$ cat config.mk
export PLATFORM = sky130hd
export DESIGN_NAME = frame_timing_gen
export DESIGN_NICKNAME = d
export VERILOG_FILES = /design/src/rtl/ftg_pkg.sv /design/src/rtl/ftg_raster_ctr.sv /design/src/rtl/ftg_pos_decode.sv /design/src/rtl/ftg_status_flags.sv /design/src/rtl/frame_timing_gen.sv
export SDC_FILE = /design/constraint.sdc
export NUM_CORES = 1
export LEC_CHECK = 0
export BUFFER_PORTS_ARGS = -buffer_cell sky130_fd_sc_hd__buf_4
export CAP_MARGIN = 20
export CORE_MARGIN = 4
export CORE_UTILIZATION = 49
export CTS_CLUSTER_DIAMETER = 50
export DETAILED_ROUTE_END_ITERATION = 16
export GPL_TIMING_DRIVEN = 1
export MAX_ROUTING_LAYER = met4
export PLACE_DENSITY = 0.8
export SETUP_SLACK_MARGIN = 0.02
export SYNTH_ARGS = -nofsm -noshare
export SYNTH_HDL_FRONTEND = slang
export SYNTH_HIERARCHICAL = 1
export SYNTH_SLANG_ARGS = --single-unit
export TNS_END_PERCENT = 5
$ cat constraint.sdc
create_clock -name clk -period 2.8 [get_ports clk]
set_input_delay 0.7 -clock clk [delete_from_list [all_inputs] [get_ports clk]]
set_output_delay 0.7 -clock clk [all_outputs]
set_load 0.1 [all_outputs]
$ cat src/rtl/ftg_pkg.sv
package ftg_pkg;
   // raster events decoded from the next counter position
   typedef struct packed {
      logic vbl_set;
      logic pre_clr;
   } ftg_evt_t;
endpackage

$ cat src/rtl/ftg_raster_ctr.sv
module ftg_raster_ctr #(
   parameter int DOTS     = 341,
   parameter int LINES    = 262,
   parameter bit SKIP_ODD = 1'b1,
   parameter int DOT_W    = $clog2(DOTS),
   parameter int LINE_W   = $clog2(LINES)
) (
   input  logic              clk,
   input  logic              rst_n,
   input  logic              dot_en,
   input  logic              render_en,
   output logic [DOT_W-1:0]  dot_q,
   output logic [LINE_W-1:0] line_q,
   output logic              odd_q,
   output logic [DOT_W-1:0]  nxt_dot,
   output logic [LINE_W-1:0] nxt_line
);
   localparam logic [DOT_W-1:0]  LAST_DOT  = DOT_W'(DOTS - 1);
   localparam logic [DOT_W-1:0]  SKIP_DOT  = DOT_W'(DOTS - 2);
   localparam logic [LINE_W-1:0] LAST_LINE = LINE_W'(LINES - 1);

   logic short_line;
   logic wrap;
   logic frame_end;

   generate
      if (SKIP_ODD) begin : g_skip
         assign short_line = odd_q && render_en && (line_q == LAST_LINE) && (dot_q == SKIP_DOT);
      end else begin : g_noskip
         assign short_line = 1'b0;
      end
   endgenerate

   always_comb begin
      wrap      = (dot_q == LAST_DOT) || short_line;
      frame_end = wrap && (line_q == LAST_LINE);
      nxt_dot   = wrap ? '0 : dot_q + 1'b1;
      if (!wrap)          nxt_line = line_q;
      else if (frame_end) nxt_line = '0;
      else                nxt_line = line_q + 1'b1;
   end

   always_ff @(posedge clk or negedge rst_n) begin
      if (!rst_n) begin
         dot_q  <= '0;
         line_q <= '0;
         odd_q  <= 1'b0;
      end else if (dot_en) begin
         dot_q  <= nxt_dot;
         line_q <= nxt_line;
         if (frame_end) odd_q <= ~odd_q;
      end
   end
endmodule

$ cat src/rtl/ftg_pos_decode.sv
module ftg_pos_decode
   import ftg_pkg::*;
#(
   parameter int DOT_W    = 9,
   parameter int LINE_W   = 9,
   parameter int VBL_LINE = 241,
   parameter int PRE_LINE = 261,
   parameter int FLAG_DOT = 1
) (
   input  logic [DOT_W-1:0]  nxt_dot,
   input  logic [LINE_W-1:0] nxt_line,
   output ftg_evt_t          evt
);
   localparam logic [DOT_W-1:0]  FDOT = DOT_W'(FLAG_DOT);
   localparam logic [LINE_W-1:0] VLN  = LINE_W'(VBL_LINE);
   localparam logic [LINE_W-1:0] PLN  = LINE_W'(PRE_LINE);

   always_comb begin
      evt.vbl_set = (nxt_line == VLN) && (nxt_dot == FDOT);
      evt.pre_clr = (nxt_line == PLN) && (nxt_dot == FDOT);
   end
endmodule

$ cat src/rtl/ftg_status_flags.sv
module ftg_status_flags
   import ftg_pkg::*;
(
   input  logic     clk,
   input  logic     rst_n,
   input  logic     dot_en,
   input  ftg_evt_t evt,
   input  logic     status_rd,
   output logic     vblank_q,
   output logic     hit_clr_q
);
   logic set_ev;
   logic clr_ev;

   assign set_ev = dot_en && evt.vbl_set;
   assign clr_ev = dot_en && evt.pre_clr;

   always_ff @(posedge clk or negedge rst_n) begin
      if (!rst_n) begin
         vblank_q  <= 1'b0;
         hit_clr_q <= 1'b0;
      end else begin
         if (set_ev)                   vblank_q <= 1'b1;
         else if (clr_ev || status_rd) vblank_q <= 1'b0;
         hit_clr_q <= clr_ev;
      end
   end
endmodule

$ cat src/rtl/frame_timing_gen.sv
module frame_timing_gen
   import ftg_pkg::*;
#(
   parameter int DOTS      = 341,
   parameter int LINES     = 262,
   parameter int VIS_LINES = 240,
   parameter int FLAG_DOT  = 1,
   parameter bit SKIP_ODD  = 1'b1,
   parameter int DOT_W     = $clog2(DOTS),
   parameter int LINE_W    = $clog2(LINES)
) (
   input  logic              clk,
   input  logic              rst_n,
   input  logic              dot_en,
   input  logic              render_en,
   input  logic              nmi_en,
   input  logic              status_rd,
   output logic [DOT_W-1:0]  dot,
   output logic [LINE_W-1:0] line,
   output logic              visible,
   output logic              prerender,
   output logic              vblank,
   output logic              hit_clr,
   output logic              nmi_n
);
   localparam int VBL_LINE = VIS_LINES + 1;
   localparam int PRE_LINE = LINES - 1;

   generate
      if (LINES < VIS_LINES + 3) begin : g_bad_lines
         $error("frame_timing_gen: LINES too small for VIS_LINES");
      end
      if (DOTS < FLAG_DOT + 3) begin : g_bad_dots
         $error("frame_timing_gen: DOTS too small for FLAG_DOT");
      end
      if ((1 << DOT_W) < DOTS || (1 << LINE_W) < LINES) begin : g_bad_w
         $error("frame_timing_gen: counter width too narrow");
      end
   endgenerate

   logic [DOT_W-1:0]  nxt_dot;
   logic [LINE_W-1:0] nxt_line;
   logic              frame_odd;
   ftg_evt_t          evt;

   ftg_raster_ctr #(
      .DOTS(DOTS), .LINES(LINES), .SKIP_ODD(SKIP_ODD), .DOT_W(DOT_W), .LINE_W(LINE_W)
   ) ctr_i (
      .clk(clk), .rst_n(rst_n), .dot_en(dot_en), .render_en(render_en),
      .dot_q(dot), .line_q(line), .odd_q(frame_odd),
      .nxt_dot(nxt_dot), .nxt_line(nxt_line)
   );

   ftg_pos_decode #(
      .DOT_W(DOT_W), .LINE_W(LINE_W), .VBL_LINE(VBL_LINE), .PRE_LINE(PRE_LINE), .FLAG_DOT(FLAG_DOT)
   ) dec_i (
      .nxt_dot(nxt_dot), .nxt_line(nxt_line), .evt(evt)
   );

   ftg_status_flags flg_i (
      .clk(clk), .rst_n(rst_n), .dot_en(dot_en), .evt(evt), .status_rd(status_rd),
      .vblank_q(vblank), .hit_clr_q(hit_clr)
   );

   assign visible   = line < LINE_W'(VIS_LINES);
   assign prerender = line == LINE_W'(PRE_LINE);
   assign nmi_n     = ~(vblank & nmi_en);
endmodule

==> results of run 1 <==
==> critical path, cell delays in order (launching register included) <==
cell	delay [ns]
dfrtp_1	0.48
inv_1	0.09
ha_1	0.14
nand4b_1	0.18
nor4_4	0.30
o21ai_2	0.11
buf_4	0.20
and2_1	0.19
nor4b_4	0.30
nand3_1	0.15
nor2_1	0.12
and2_1	0.14
o21ai_1	0.07
==> flip-flops by register name (all words and copies together) (netlist names) <==
signal / cells
flg_i/vblank_q: 1
ctr_i/dot_q: 9
ctr_i/line_q: 9
flg_i/hit_clr_q: 1
ctr_i/odd_q: 1
==> power groups by stage <==
stage                     combinational, mW  sequential [mW]  clock [mW]
after floorplan                       0.158            0.672           0
after global placement                0.547            0.404           0
after detailed placement              0.553            0.407           0
after CTS                             0.554            0.402       0.157
after global routing                  0.598            0.413       0.170
final                                 0.570            0.403       0.150
==> metal layers <==
metal | up-vias | GRT usage | share of wire
met4 | 0 | 0.05234 | 0.0043
met2 | 59 | 0.3356 | 0.51
li1 | 664 | - | -
met3 | 2 | 0.02878 | 0.062
met1 | 658 | 0.2458 | 0.43
met5 | - | - | 0
==> layout make-up <==
| class | instances | area [µm²] | share of cell area |
|---|---|---|---|
| Timing Repair Buffer | 36 | 270.3 | 0.1500 |
| Clock buffer | 3 | 22.52 | 0.01250 |
| Inverter | 5 | 18.77 | 0.01042 |
| Tap cell | 31 | 38.79 | 0.02153 |
| Sequential cell | 21 | 526.8 | 0.2924 |
| Clock inverter | 1 | 5.005 | 0.002778 |
| Multi-Input combinational cell | 132 | 919.6 | 0.5104 |
==> cell usage in the layout (no fill, tap or decap), drive strengths merged, types with 2 or more instances in the layout <==
cell and n:
and2 2, nand2 18, xnor2 6, mux2 3
and4b 2, buf 36, nand4 2, xor2 11
nand4b 2, nor2 16, nor4 5, inv 4
a41oi 2, nand3 13, a31oi 4, or4 2
clkbuf 3, nor4b 3, nand2b 3, a21oi 3
ha 4, or2 2, o31ai 4, o21ai 9
and3 2, dfrtp 21, nor3 4, clkinv 2
==> through the flow <==
step	cell area, µm²	TNS, ns	setup WS (ns)	power, mW	util
finish	1802	0	0.2219	1.123	0.6423
global route	1802	0	0.03589	1.181	0.6423
CTS	1772	0	0.1312	1.113	0.6316
detailed placement	1744	0	0.09324	0.9602	0.6218
global placement	1744	0	0.1459	0.9504	0.6218
floorplan	1468	-0.7167	-0.3981	0.8305	-
==> cell families after synthesis <==
| logic type | count (synthesis) | synth area share |
|---|---|---|
| xor gates and xnor gates | 17 | 0.1020 |
| muxes | 3 | 0.02313 |
| buffers and inverters | 13 | 0.03513 |
| adders and majority gates | 4 | 0.03428 |
| AOI/OAI and AO/OA | 30 | 0.1380 |
| DFF | 21 | 0.3599 |
| and+or+nand+nor | 78 | 0.3076 |
==> worst min path at each step <==
stage                     start               to  slack [ns]  cells after the start
detailed placement  ctr_i/odd_q      ctr_i/odd_q        0.46                      1
global route              rst_n  ctr_i/line_q[4]        0.25                      1
CTS                       rst_n  ctr_i/line_q[4]        0.24                      1
floorplan                 rst_n   ctr_i/dot_q[0]        0.40                      0
finish                    rst_n  ctr_i/line_q[4]        0.25                      1
global placement    ctr_i/odd_q      ctr_i/odd_q        0.45                      1
==> run summary, run 1 <==
Status = completed
Post-synth top area share = 0.3599
Pint = 0.5441 mW
TritonCTS Buffers = 3
WL/cell = 16.38 µm
Initial antenna violation count = 0
Cts repair resizes = 0
DRT Pass-1 Iters = 5
Origin of the critical flop-to-flop path = ctr_i/line_q[1]
CTS root buffer = clkbuf_4
Worst-path clk slew = 0.13 ns
Startpoint types = flip-flop
NetSw = 0.5785 mW
Pin count of the biggest net entering global routing = 22
RSZ-0062 raised after global routing = false
I/O pin cnt = 29
Share of post-route cells with drive strength above 1 = 0.2929
Vias/cell = 6.039
HPWL after DPL = 2663 µm
Critical Path Start = ctr_i/line_q[1]
Layout Nets = 209
Fillers = 242
Chip Width = 62.59 µm
Final setup viols = 0
Post-CTS Setup Inserts = 0
Most frequent cell after synthesis = dfrtp_1
Critical Path Fanout Max = 14
Area grow syn2layout = 23.39%
Min Clock Period, post-route = 2.578 ns
Slew Limit Fails = 0
P_leak = 0.8191 nW
Clock Latency Late Sink = 0.31 ns
Sequential share of the synthesized area = 0.3599
Total wire length = 3751 µm
Skew final = 0.005625 ns
Chip Height = 62.59 µm
Worst hold path class = in -> async
PwrDens = 623.1 mW/mm²
Mapped cell area = 0.001460 mm²
DIE AREA = 0.003918 mm²
Number of flops mapped to enable cells by yosys = 0
Max Fclk = 387.9 MHz
Synth Flop Type = dfrtp_1
Maximum vdd drop = 0.4776 mV
Vias = 1383
Largest area contributor in the netlist = dfrtp_1
Worst R2R Path Depth = 12
WS Path Type = reg -> reg
CTS HTree Levels = 1
Synthesis Warnings = 6
Hold_ws = 0.2518 ns
Clock tree sinks = 21
Flop pwr share = 0.359
Slew @ Worst Pin = 0.3841 ns
Final non-filler cell total = 229
Endpoint class of the critical path = flip-flop
Mapped Cells = 166
Initial core utilization = 0.5205
Reg-to-reg setup timing slack = 0.22 ns
1st-iter DRT viols = 87
Sw frac = 0.5153
DRC = 0
R2r endpoint = flg_i/vblank_q
Placer Congestion = 0.8676
IO Port Bufs = 28
Clock network fraction of design power = 0.134
Row cnt = 19
CP arrival = 2.78 ns
Syn nets = 176
First-pass GRT wire length = 6161 µm
Grt ovf = 0
Comb pwr share = 0.508
Mean post-synth cell area = 8.796 µm²
Hold buffers post-CTS = 0
Vias in the first global route = 1321
Final ANT Viol Nets = 0
Diodes inserted = 0
Ys async rst share = 1.000
Synth cell types = 46
Final worst-path cycle share = 0.9208
Endpoints failing hold = 0
Rel. slew slack = 0.7417
Synth cell count leaders = dfrtp_1 (21), nand2_1 (18), nor2_1 (16), nand3_1 (13), xor2_1 (11)
CTS tree = done
Max capacitance violation total = 0
CTS max path bufs = 2
Main area contributors after synthesis = dfrtp_1 (36%), xor2_1 (6.6%), nand2_1 (4.6%)
Placed cells = 225
Aggregate global-route resource usage = 0.1975
Critical Path Sink = flg_i/vblank_q
Req. time, crit path = 3.01 ns
#FFs+latches synth = 21
Core area = 0.002805 mm²
Power figures use the tool's default switching activity.
==> run 2, diff against run 1 <==
Settings changed: CAP_MARGIN 20 to 25, REMOVE_ABC_BUFFERS set to 1.
==> run summary, run 2 (synthesis results as in run 1) <==
CTS root buffer = clkbuf_4
Rel. slew slack = 0.7248
Slew Limit Fails = 0
Min Clock Period, post-route = 2.603 ns
Endpoint class of the critical path = flip-flop
Worst path depth = 12
Placer Congestion = 0.8628
PwrDens = 621.0 mW/mm²
Grt ovf = 0
Vias in the first global route = 1283
Slew @ Worst Pin = 0.4094 ns
Final setup viols = 0
CP top delay family = simple AND/OR/NAND/NOR gates
Clock Latency Late Sink = 0.31 ns
Max capacitance violation total = 0
Pin count of the biggest net entering global routing = 22
Hold buffers post-CTS = 0
Maximum vdd drop = 0.6669 mV
Origin of the critical flop-to-flop path = ctr_i/line_q[1]
CTS tree = done
Max Fclk = 384.1 MHz
Status = completed
TritonCTS Buffers = 3
Worst R2R Path Depth = 12
I/O pin cnt = 29
Initial core utilization = 0.5205
P_leak = 0.8151 nW
IO Port Bufs = 28
Layout Nets = 210
DRC = 0
Endpoints failing hold = 0
Worst-path clk slew = 0.12 ns
Initial antenna violation count = 0
CTS max path bufs = 2
Largest stage delay on the critical path = 0.48 ns
Critical Path Sink = flg_i/vblank_q
Placed cells = 225
Chip Height = 62.59 µm
Commonest non-fill, non-tap cells in the layout = buf_4 (37), nand2_1 (18), dfrtp_1 (18), nor2_1 (16), nand3_1 (13)
Final worst-path cycle share = 0.9298
HPWL after DPL = 2510 µm
First-pass GRT wire length = 5968 µm
Vias/cell = 5.917
Worst hold path class = in -> async
Diodes inserted = 0
Req. time, crit path = 3.04 ns
Commonest non-fill, non-tap cell in the layout = buf_4
CP arrival = 2.85 ns
Slowest cell on crit path = dfrtp_2
WL/cell = 15.17 µm
Final ANT Viol Nets = 0
Crit-path cells = inv_1 -> ha_1 -> nand4b_1 -> nor4_4 -> o21ai_2 -> nor2_1 -> mux2_2 -> nor4b_2 -> nand3_1 -> nor4_2 -> nand2_1 -> o21ai_1
Top Registers = ctr_i/dot_q: 9 flops, ctr_i/line_q: 9 flops
Aggregate global-route resource usage = 0.1928
DRT Pass-1 Iters = 4
Skew final = 0.006869 ns
Area grow syn2layout = 22.45%
Core area = 0.002805 mm²
DIE AREA = 0.003918 mm²
Critical Path Start = ctr_i/line_q[1]
Fin util = 0.6374
WS Path Type = reg -> reg
Buf/Inv on CP = 1
CTS HTree Levels = 1
Vias = 1361
Reg-to-reg setup timing slack = 0.20 ns
1st-iter DRT viols = 25
Final non-filler cell total = 230
Startpoint types = flip-flop
RSZ-0062 raised after global routing = false
Row cnt = 19
Clock tree sinks = 21
Critical Path Fanout Max = 8
R2r endpoint = flg_i/vblank_q
Share of post-route cells with drive strength above 1 = 0.2814
Chip Width = 62.59 µm
Total wire length = 3490 µm
run 2: cell count changes in the layout (fill, tap and decap cells not counted), moves of 2 or more:
| cell | change |
|---|---|
| nor4_1 | +2 |
| dfrtp_1 | -2 |
| dfrtp_2 | +2 |
| nor4_2 | -2 |
run 2: repair_timing:
action | 4_1_cts | 5_1_grt
setup endpoints to repair | 0 | 2
resized for setup | 0 | 6
setup buffers | 0 | 1
run 2: layout make-up:
class,instances,area (µm²)
multi-input combinational,132,897.1
clock buffer,4,26.28
tap,31,38.79
inverter,5,18.77
fill,244,1017
timing repair buffer,37,277.8
sequential,21,529.3
run 2: how the worst min path moves through the flow:
stage	from	to	slack, ns	cells after the start
after floorplan	rst_n	ctr_i/dot_q[0]	0.40	0
after global placement	ctr_i/odd_q	ctr_i/odd_q	0.47	1
after detailed placement	ctr_i/odd_q	ctr_i/odd_q	0.50	1
after CTS	rst_n	ctr_i/line_q[8]	0.24	1
after global routing	rst_n	ctr_i/line_q[7]	0.25	1
final	rst_n	ctr_i/line_q[8]	0.25	1
run 2: per-stage QoR:
stage	instance area, µm²	TNS, ns	setup WS, ns	total power, mW	hold slack, ns
after detailed placement	1737	0	0.07831	0.9428	0.5049
after CTS	1763	0	0.1234	1.097	0.2442
after global routing	1788	0	0.004058	1.171	0.2481
after floorplan	1428	-1.248	-0.5518	0.8233	0.4044
after global placement	1737	0	0.1817	0.9369	0.4719
final	1788	0	0.1965	1.110	0.2471
run 2: routing by layer:
metal	global-route usage	routed length [µm]	vias to the layer above	part of all wire
li1	-	-	674	-
met1	0.2525	1571	640	0.45
met2	0.2969	1662	43	0.48
met3	0.03237	216	4	0.062
met4	0.07713	40	0	0.011
met5	-	0	-	0
run 2: where the power goes:
group	total, mW	switching (mW)	leakage, nW	internal [mW]
Sequential	0.411	0.0702	0.279	0.341
Combinational	0.547	0.403	0.521	0.144
Clock	0.152	0.0964	0.0150	0.0557
Total	1.11	0.570	0.815	0.541
==> run 3, diff against run 2 <==
==> constraint.sdc (replaced) <==
create_clock -name clk -period 2.8 [get_ports clk]
set_input_delay 0.56 -clock clk [delete_from_list [all_inputs] [get_ports clk]]
set_output_delay 0.56 -clock clk [all_outputs]
set_load 0.1 [all_outputs]
==> run summary, run 3 (synthesis results as in run 1) <==
Min Clock Period, post-route = 2.627 ns
Diodes inserted = 0
Maximum vdd drop = 0.7514 mV
Endpoints failing hold = 0
Rel. slew slack = 0.7234
GR peak layer = met2
Worst R2R Path Depth = 11
Sequential Area = 529.3 µm²
I/O pin cnt = 29
P_leak = 0.8087 nW
Multi-input gate area = 887.1 µm²
Critical Path Sink = flg_i/vblank_q
Final setup viols = 0
Endpoint class of the critical path = flip-flop
RSZ-0062 raised after global routing = false
PwrDens = 620.7 mW/mm²
CTS root buffer = clkbuf_4
WL/cell = 14.95 µm
Worst-path clk slew = 0.12 ns
Sw frac = 0.5079
Worst path depth = 11
Placed Area = 0.001737 mm²
Max Fclk = 380.7 MHz
Final worst-path cycle share = 0.9380
Vias/cell = 5.969
Commonest non-fill, non-tap cell in the layout = buf_4
WS Path Type = reg -> reg
CP top delay family = simple AND/OR/NAND/NOR gates
Worst hold path class = in -> async
First-pass GRT wire length = 5851 µm
Max capacitance violation total = 0
Final non-filler cell total = 229
NetSw = 0.5582 mW
Total wire length = 3423 µm
Initial antenna violation count = 0
Slew @ Worst Pin = 0.4105 ns
Clock tree sinks = 21
Crit-path cells = ha_2 -> nand2b_1 -> nor4_4 -> o21ai_2 -> nor2_1 -> mux2_2 -> nor4b_2 -> nand3_1 -> nor4_2 -> nand2_1 -> o21ai_1
Initial core utilization = 0.5205
CTS tree = done
Post-layout instance area = 0.001770 mm²
Final ANT Viol Nets = 0
Clock network fraction of design power = 0.134
Origin of the critical flop-to-flop path = ctr_i/dot_q[1]
Core area = 0.002805 mm²
Top Registers = ctr_i/dot_q: 9 flops, ctr_i/line_q: 9 flops
Fillers = 240
Grt ovf = 0
Chip Width = 62.59 µm
Chip Height = 62.59 µm
Critical Path Fanout Max = 6
Startpoint types = flip-flop
DRT Pass-1 Iters = 4
DRC = 0
TNS Setup = 0 ns
Final Power = 1.099 mW
Share of post-route cells with drive strength above 1 = 0.2778
Placed cells = 225
Clock Latency Late Sink = 0.30 ns
Buf/Inv on CP = 0
Slew Limit Fails = 0
Placer Congestion = 0.8832
Post-CTS Setup Inserts = 0
IO Port Bufs = 28
Req. time, crit path = 3.04 ns
Comb pwr share = 0.503
Skew final = 0.002135 ns
R2r endpoint = flg_i/vblank_q
GR Util met2 = 0.2956
Layout Nets = 209
1st-iter DRT viols = 54
HPWL after DPL = 2553 µm
Critical Path Start = ctr_i/dot_q[1]
Slowest cell on crit path = dfrtp_1
CTS max path bufs = 2
Aggregate global-route resource usage = 0.1867
CTS HTree Levels = 1
Commonest non-fill, non-tap cells in the layout = buf_4 (36), nand2_1 (18), dfrtp_1 (18), nor2_1 (16), nand3_1 (13)
Vias in the first global route = 1282
Reg-to-reg setup timing slack = 0.17 ns
Vias = 1367
Global routing usage on met1 = 0.2404
Row cnt = 19
Flop pwr share = 0.363
Pin count of the biggest net entering global routing = 22
Status = completed
DIE AREA = 0.003918 mm²
Largest stage delay on the critical path = 0.42 ns
TritonCTS Buffers = 3
CP arrival = 2.86 ns
Pint = 0.5408 mW
Grt met3 use = 0.03237
Area grow syn2layout = 21.25%
## run 3: cell types whose count changed in the layout (fill, tap and decap cells not counted), sizes merged
cell | before | now
buf | 37 | 36
## run 3: area by class of cell
type,instances,share of cell area
Inverter,5,0.01060
Clock buffer,4,0.01484
Sequential cell,21,0.2989
Timing Repair Buffer,36,0.1526
Tap cell,31,0.02191
Multi-Input combinational cell,132,0.5011
## run 3: worst min-delay path by stage
stage	from	end	cells past startpoint
4_1_cts	rst_n	ctr_i/line_q[2]	1
2_1_floorplan	rst_n	ctr_i/dot_q[0]	0
3_3_place_gp	rst_n	ctr_i/line_q[2]	1
3_5_place_dp	rst_n	ctr_i/line_q[2]	1
5_1_grt	rst_n	ctr_i/line_q[6]	1
6_report	rst_n	ctr_i/line_q[2]	1
## run 3: worst register-to-register path, cell delays in order (launching register included)
cell	delay, ns
dfrtp_1	0.42
ha_2	0.25
nand2b_1	0.16
nor4_4	0.33
o21ai_2	0.12
nor2_1	0.14
mux2_2	0.36
nor4b_2	0.21
nand3_1	0.16
nor4_2	0.24
nand2_1	0.08
o21ai_1	0.07
## run 3: power groups by stage
stage | combinational [mW] | sequential, mW | clock, mW
2_1_floorplan | 0.142 | 0.681 | 0
3_3_place_gp | 0.546 | 0.401 | 0
3_5_place_dp | 0.548 | 0.404 | 0
4_1_cts | 0.551 | 0.398 | 0.157
5_1_grt | 0.585 | 0.408 | 0.175
6_report | 0.552 | 0.399 | 0.148
## run 3: routing by layer
metal	vias up	routed length (µm)
li1	666	-
met1	648	1616
met2	47	1575
met3	6	180
met4	0	50
met5	-	0
## run 3: timing repair
action / CTS / global route
resized for setup: 1 / 4
pin swaps: 0 / 1
hold buffers: 0 / 0
endpoints found under the setup margin: 1 / 1
## run 3: stage by stage
step                setup slack [ns]  utilization  hold WS (ns)
finish                        0.1735       0.6311        0.1197
global route                 0.03817       0.6311        0.1067
CTS                          0.09802       0.6289        0.1157
detailed placement           0.01658       0.6191        0.4643
global placement              0.2175       0.6191        0.4606
floorplan                    -0.4118            -        0.2644
